[src/rtl/nvc_pkg.sv]
package nvc_pkg;
    typedef enum logic [2:0] {ST_IDLE, ST_LAUNCH, ST_WAIT, ST_CLEAR, ST_GUARD} op_state_t;
    typedef enum logic [1:0] {KEY_IDLE, KEY_HALF, KEY_ARMED} key_state_t;
    localparam int OPW         = 4;
    localparam int BIT_WR      = 15;
    localparam int BIT_WREN    = 14;
    localparam int BIT_ERR     = 13;
    localparam int BIT_LVDERR  = 12;
    localparam int BIT_LVDSTAT = 11;
endpackage

[src/rtl/nvc_unlock.sv]
module nvc_unlock
    import nvc_pkg::*;
#(
    parameter int AW = 4,
    parameter int DW = 32,
    parameter logic [AW-1:0] KEY_ADDR = 1,
    parameter logic [DW-1:0] KEY_A = 32'h3C5A_A5C3,
    parameter logic [DW-1:0] KEY_B = 32'hC3A5_5A3C
) (
    input  logic          clk,
    input  logic          rst_n,
    input  logic          bus_wr,
    input  logic          bus_rd,
    input  logic [AW-1:0] bus_addr,
    input  logic [DW-1:0] bus_wdata,
    output logic          armed
);
    key_state_t state, state_nx;
    logic key_wr, any_acc, first_ok;

    assign key_wr   = bus_wr && (bus_addr == KEY_ADDR);
    assign any_acc  = bus_wr || bus_rd;
    assign first_ok = key_wr && (bus_wdata == KEY_A);

    always_ff @(posedge clk or negedge rst_n) begin
        if (!rst_n) state <= KEY_IDLE;
        else        state <= state_nx;
    end

    always_comb begin
        state_nx = state;
        unique case (state)
            KEY_IDLE:  if (first_ok) state_nx = KEY_HALF;
            KEY_HALF:  begin
                if (key_wr && bus_wdata == KEY_B) state_nx = KEY_ARMED;
                else if (any_acc) state_nx = first_ok ? KEY_HALF : KEY_IDLE;
            end
            KEY_ARMED: if (any_acc) state_nx = first_ok ? KEY_HALF : KEY_IDLE;
            default:   state_nx = KEY_IDLE;
        endcase
    end

    always_comb armed = (state == KEY_ARMED);
endmodule

[src/rtl/nvc_fsm.sv]
module nvc_fsm
    import nvc_pkg::*;
#(
    parameter int GUARD_CYCLES = 50
) (
    input  logic clk,
    input  logic rst_n,
    input  logic launch,
    input  logic op_nop,
    input  logic eng_done,
    output logic eng_start,
    output logic wr_bit,
    output logic guard_busy,
    output logic clr_stat,
    output logic done_evt,
    output logic in_op
);
    localparam int GW = $clog2(GUARD_CYCLES + 1);
    localparam logic [GW-1:0] GLAST = GW'(GUARD_CYCLES - 1);

    op_state_t state, state_nx;
    logic [GW-1:0] gcnt;

    always_ff @(posedge clk or negedge rst_n) begin
        if (!rst_n) begin
            state <= ST_IDLE;
            gcnt  <= '0;
        end else begin
            state <= state_nx;
            gcnt  <= (state == ST_GUARD && state_nx == ST_GUARD) ? gcnt + 1'b1 : '0;
        end
    end

    always_comb begin
        state_nx = state;
        unique case (state)
            ST_IDLE:   if (launch) state_nx = op_nop ? ST_CLEAR : ST_LAUNCH;
            ST_LAUNCH: state_nx = ST_WAIT;
            ST_WAIT:   if (eng_done) state_nx = ST_GUARD;
            ST_CLEAR:  state_nx = ST_GUARD;
            ST_GUARD: begin
                if (launch)              state_nx = op_nop ? ST_CLEAR : ST_LAUNCH;
                else if (gcnt == GLAST)  state_nx = ST_IDLE;
            end
            default:   state_nx = ST_IDLE;
        endcase
    end

    always_comb begin
        eng_start  = (state == ST_LAUNCH);
        in_op      = (state == ST_LAUNCH) || (state == ST_WAIT);
        clr_stat   = (state == ST_CLEAR);
        wr_bit     = in_op || clr_stat;
        guard_busy = (state == ST_GUARD);
        done_evt   = (state == ST_WAIT) && eng_done;
    end
endmodule

[src/rtl/nvc_ctrl.sv]
module nvc_ctrl
    import nvc_pkg::*;
#(
    parameter int AW = 4,
    parameter int DW = 32,
    parameter logic [AW-1:0] CTRL_ADDR = 0,
    parameter logic [AW-1:0] KEY_ADDR = 1,
    parameter logic [DW-1:0] KEY_A = 32'h3C5A_A5C3,
    parameter logic [DW-1:0] KEY_B = 32'hC3A5_5A3C,
    parameter int GUARD_CYCLES = 50
) (
    input  logic          clk,
    input  logic          por_n,
    input  logic          dev_rst_n,
    input  logic          bus_wr,
    input  logic          bus_rd,
    input  logic [AW-1:0] bus_addr,
    input  logic [DW-1:0] bus_wdata,
    output logic [DW-1:0] bus_rdata,
    output logic          eng_start,
    output logic [3:0]    eng_op,
    input  logic          eng_done,
    input  logic          eng_fail,
    output logic          lvd_en,
    input  logic          lvd_event,
    output logic          guard_busy
);
    logic sys_rst_n, armed, ctrl_wr, launch;
    logic wr_bit, clr_stat, done_evt, in_op;
    logic wren_q, err_q, lvderr_q, lvdstat_q;
    logic [OPW-1:0] op_q;

    assign sys_rst_n = por_n & dev_rst_n;
    assign ctrl_wr   = bus_wr && (bus_addr == CTRL_ADDR);
    assign launch    = ctrl_wr && bus_wdata[BIT_WR] && wren_q && armed && !wr_bit;

    nvc_unlock #(.AW(AW), .DW(DW), .KEY_ADDR(KEY_ADDR), .KEY_A(KEY_A), .KEY_B(KEY_B)) u_unlock (
        .clk(clk), .rst_n(sys_rst_n), .bus_wr(bus_wr), .bus_rd(bus_rd),
        .bus_addr(bus_addr), .bus_wdata(bus_wdata), .armed(armed)
    );

    nvc_fsm #(.GUARD_CYCLES(GUARD_CYCLES)) u_fsm (
        .clk(clk), .rst_n(por_n), .launch(launch), .op_nop(bus_wdata[OPW-1:0] == '0),
        .eng_done(eng_done), .eng_start(eng_start), .wr_bit(wr_bit),
        .guard_busy(guard_busy), .clr_stat(clr_stat), .done_evt(done_evt), .in_op(in_op)
    );

    always_ff @(posedge clk or negedge sys_rst_n) begin
        if (!sys_rst_n)              wren_q <= 1'b0;
        else if (ctrl_wr && !wr_bit) wren_q <= bus_wdata[BIT_WREN];
    end

    always_ff @(posedge clk or negedge por_n) begin
        if (!por_n) begin
            op_q      <= '0;
            err_q     <= 1'b0;
            lvderr_q  <= 1'b0;
            lvdstat_q <= 1'b0;
        end else begin
            if (ctrl_wr && !wr_bit) op_q <= bus_wdata[OPW-1:0];
            if (clr_stat) begin
                err_q     <= 1'b0;
                lvderr_q  <= 1'b0;
                lvdstat_q <= 1'b0;
            end else begin
                if (done_evt && eng_fail)            err_q    <= 1'b1;
                if (in_op && wren_q && lvd_event)    lvderr_q <= 1'b1;
                lvdstat_q <= wren_q && lvd_event;
            end
        end
    end

    always_comb begin
        bus_rdata = '0;
        if (bus_addr == CTRL_ADDR) begin
            bus_rdata[BIT_WR]      = wr_bit;
            bus_rdata[BIT_WREN]    = wren_q;
            bus_rdata[BIT_ERR]     = err_q;
            bus_rdata[BIT_LVDERR]  = lvderr_q;
            bus_rdata[BIT_LVDSTAT] = lvdstat_q;
            bus_rdata[OPW-1:0]     = op_q;
        end
    end

    assign eng_op = op_q;
    assign lvd_en = wren_q;
endmodule

[config.mk]
export PLATFORM = sky130hd
export DESIGN_NAME = nvc_ctrl
export DESIGN_NICKNAME = d
export VERILOG_FILES = /design/src/rtl/nvc_pkg.sv /design/src/rtl/nvc_unlock.sv /design/src/rtl/nvc_fsm.sv /design/src/rtl/nvc_ctrl.sv
export SDC_FILE = /design/constraint.sdc
export NUM_CORES = 1
export LEC_CHECK = 0
export BUFFER_PORTS_ARGS = -buffer_cell sky130_fd_sc_hd__buf_2
export CAP_MARGIN = 5
export CORE_UTILIZATION = 40
export DETAILED_ROUTE_END_ITERATION = 8
export GPL_ROUTABILITY_DRIVEN = 0
export GPL_TIMING_DRIVEN = 1
export PLACE_DENSITY = 0.8
export SYNTH_ARGS = -nofsm -noshare
export SYNTH_HDL_FRONTEND = slang
export SYNTH_SLANG_ARGS = --single-unit
[constraint.sdc]
create_clock -name clk -period 2.4 [get_ports clk]
set_clock_uncertainty 0.05 [all_clocks]
set_input_delay 0.12 -clock clk [delete_from_list [all_inputs] [get_ports clk]]
set_output_delay 0.12 -clock clk [all_outputs]
set_load 0.01 [all_outputs]
==> impl_results.md <==
* Worst-Margin Slew at around 560 ps
* WHS Path Cells at 2
* TritonCTS clock tree: done
* Share of layout cells above drive strength 1 at 0.357
* First-pass GRT wire length at between 4 and 5 mm
* Via/cell ratio at between 4 and 5
* Number of remaining DRC errors at 0
* H-tree Lvls at 1
* Root Buffer: clkbuf_4
* Final net count at ~250
* Synthesized instance count at ~140
* Initial cell density of the core at 0.420
* Total global routing overflow at 0
* Via count at 1,151
* Slew Viols, Final at 0
* Synth cell types at 34
* Vias in the first global route at around 1.1k
* Total global-route track usage at 0.177
* Reg2reg path depth at 3
* CTS clock-pin slew for the worst setup and hold paths at around 110 ps
* Placed cell area at 0.00154 mm^2
* Final Worst Setup Slack at roughly 800 ps
* Final instance area at 0.00158 mm^2
* Fin crit period at between 1500 and 2000 ps
* TritonCTS buffer count at 3
* Unrepaired setup endpoints after global routing: false
* Period utilisation layout at 0.665
* Max-slew headroom at 0.623
* Crit path arrival time at 1730 ps
* Maxcap violations at 0
* Post-DP HPWL at approximately 2.3 mm
* WP depth at 3
* Status: finished, final reports clean
* Delay of the slowest critical-path stage at 490 ps
* Top FF cell, synth: dfrtp_1
* EDFF count, synth at 0
* Highest-count cells in the layout ignoring fill and taps: buf_2, conb_1, dfrtp_1
* Post-synthesis average cell area at 9.42 um^2
* Top delay family on crit path: compound AO/OA/AOI/OAI gates
* Filler cells at 312
* Area of the mapped netlist at 0.00127 mm^2
* # rows at 20
* Clock Path Buffers at 2
* Max VDD drop at between 0.2 and 0.25 mV
* Worst-Skew Late Latency at between 200 and 300 ps
* Fmax at 0.626 GHz
* Warnings from Yosys at 0
* Worst path cell trace: nor2_1 -> o211ai_1 -> mux2_2
* Pre-CTS WS at 751 ps
* DRT iter0 DRCs at 21
* CP max FO at 6
* Worst path required time at ~2500 ps
* Synth Register Bits at 19
* Dpl cells at around 240
* Nature of the critical path startpoint: flop
* Sequential fraction of the synthesis area at 0.374
* N_diodes at 0
* Critical path class: flop to flop
* Clock sink count at 19
* Area Overhead vs Synth at 24.5%
* Top Ports at a little over 80
* Tot Pwr at 0.000685 W
* Fin cells at 243
* Hold Violations, Final at 0
* Largest net degree at the start of global routing at 18
* Post-Route Setup TNS at 0 ps
* Critical path capture point type: flop
* Final ANT Viol Nets at 0
* Overall routed net length at roughly 2.9 mm
* WL/cell at approximately 12 um
* Slowest CP cell: o211ai_1
* Leading cell type in the layout, fill and taps excluded: buf_2
* P_leak at just under 0.8 nW
* Buf/Inv on CP at 0
* Die width at 58.4 um
* Power per Cell Area at ~430 mW/mm^2
* Chip height at just under 60 um
* Synth async-reset ratio at 1.00
* Die area at approximately 0.0034 mm^2
* I/O Buffers at between 50 and 60
* Core ar. at roughly 0.003 mm^2
* Initial antenna violation count at 0
* Worst Hold Class: primary input to flop
* Setup bufs post-CTS at 0
* Final setup violation count at 0
* Drt pass-1 iters at 4
[layout make-up]
type                       count  area (um^2)  area share
tap                           44         55.1      0.0348
clock inverter                 1         5.00     0.00316
inverter                       2         7.51     0.00474
multi-input combinational    112          694       0.439
sequential                    19          475       0.300
clock buffer                   3         22.5      0.0142
timing repair buffer          62          323       0.204
[cell usage after synthesis (all sizes together), types with 3 or more instances]
library cell	count	area, um^2
and2	10	62.6
buf	23	173
dfrtp	19	475
mux2	5	56.3
nand2	6	22.5
nand3	5	25.0
nand4	7	43.8
nor2	17	63.8
nor3b	4	30.0
nor4b	3	26.3
nor4bb	5	50.1
[worst paths after layout]
check / from / to / slack, ps
setup / recovery: u_fsm.state[1]$_DFF_PN0_ / lvd_en$_DFFE_PN0P_ / 800
hold / removal: bus_wdata[0] / eng_op[0]$_DFFE_PN0P_ / 40
setup reg to reg: u_fsm.state[1]$_DFF_PN0_ / lvd_en$_DFFE_PN0P_ / 800
hold reg to reg: u_unlock.state[1]$_DFFE_PN0P_ / u_unlock.state[0]$_DFFE_PN0P_ / 450
max in group asynchronous: por_n / u_unlock.state[1]$_DFFE_PN0P_ / 1590
min in group asynchronous: dev_rst_n / u_unlock.state[0]$_DFFE_PN0P_ / 220
[worst reg2reg max path, cell delays in order, from the launching register on]
cell and delay (ps):
dfrtp_1 430, nor2_1 120, o211ai_1 490, mux2_2 410
[sequential cells by signal, indices dropped and copies added (netlist names)]
signal / flops
lvderr_q: 1
err_q: 1
lvdstat_q: 1
lvd_en: 1
u_fsm.gcnt: 6
u_fsm.state: 3
eng_op: 4
u_unlock.state: 2
[timing repair]
| item | in CTS | in global routing |
|---|---|---|
| hold buffers | 2 | 0 |
| resized for setup | 0 | 0 |
| hold endpoints to repair | 19 | 0 |
[report_power, final]
group	internal (W)	switching (W)	leakage (nW)
logic	0.0000747	0.0000820	0.517
clock network	0.0000620	0.0000958	0.0177
registers	0.000347	0.0000239	0.251
total	0.000483	0.000202	0.786
[logic make-up after synthesis]
group	synth area share
and+or+nand+nor	0.326
buffers and inverters	0.145
DFF	0.374
AOI/OAI and AO/OA	0.0531
muxes	0.0522
xor gates and xnor gates	0.0276
adders and majority gates	0.0197
other	0.00295
[stage by stage]
step           hold WS, ps   util
4_1_cts               31.7  0.523
2_1_floorplan         -226      -
5_1_grt               29.0  0.523
3_3_place_gp         -16.7  0.507
6_report              42.1  0.523
3_5_place_dp         -7.43  0.507
[metal layers]
metal / track usage / wire (um)
met2: 0.286 / 1380
met5: 0 / 0
met3: 0.0264 / 153
met1: 0.242 / 1300
met4: 0.0680 / 27
Note: power is estimated with default switching activity, not from simulation.
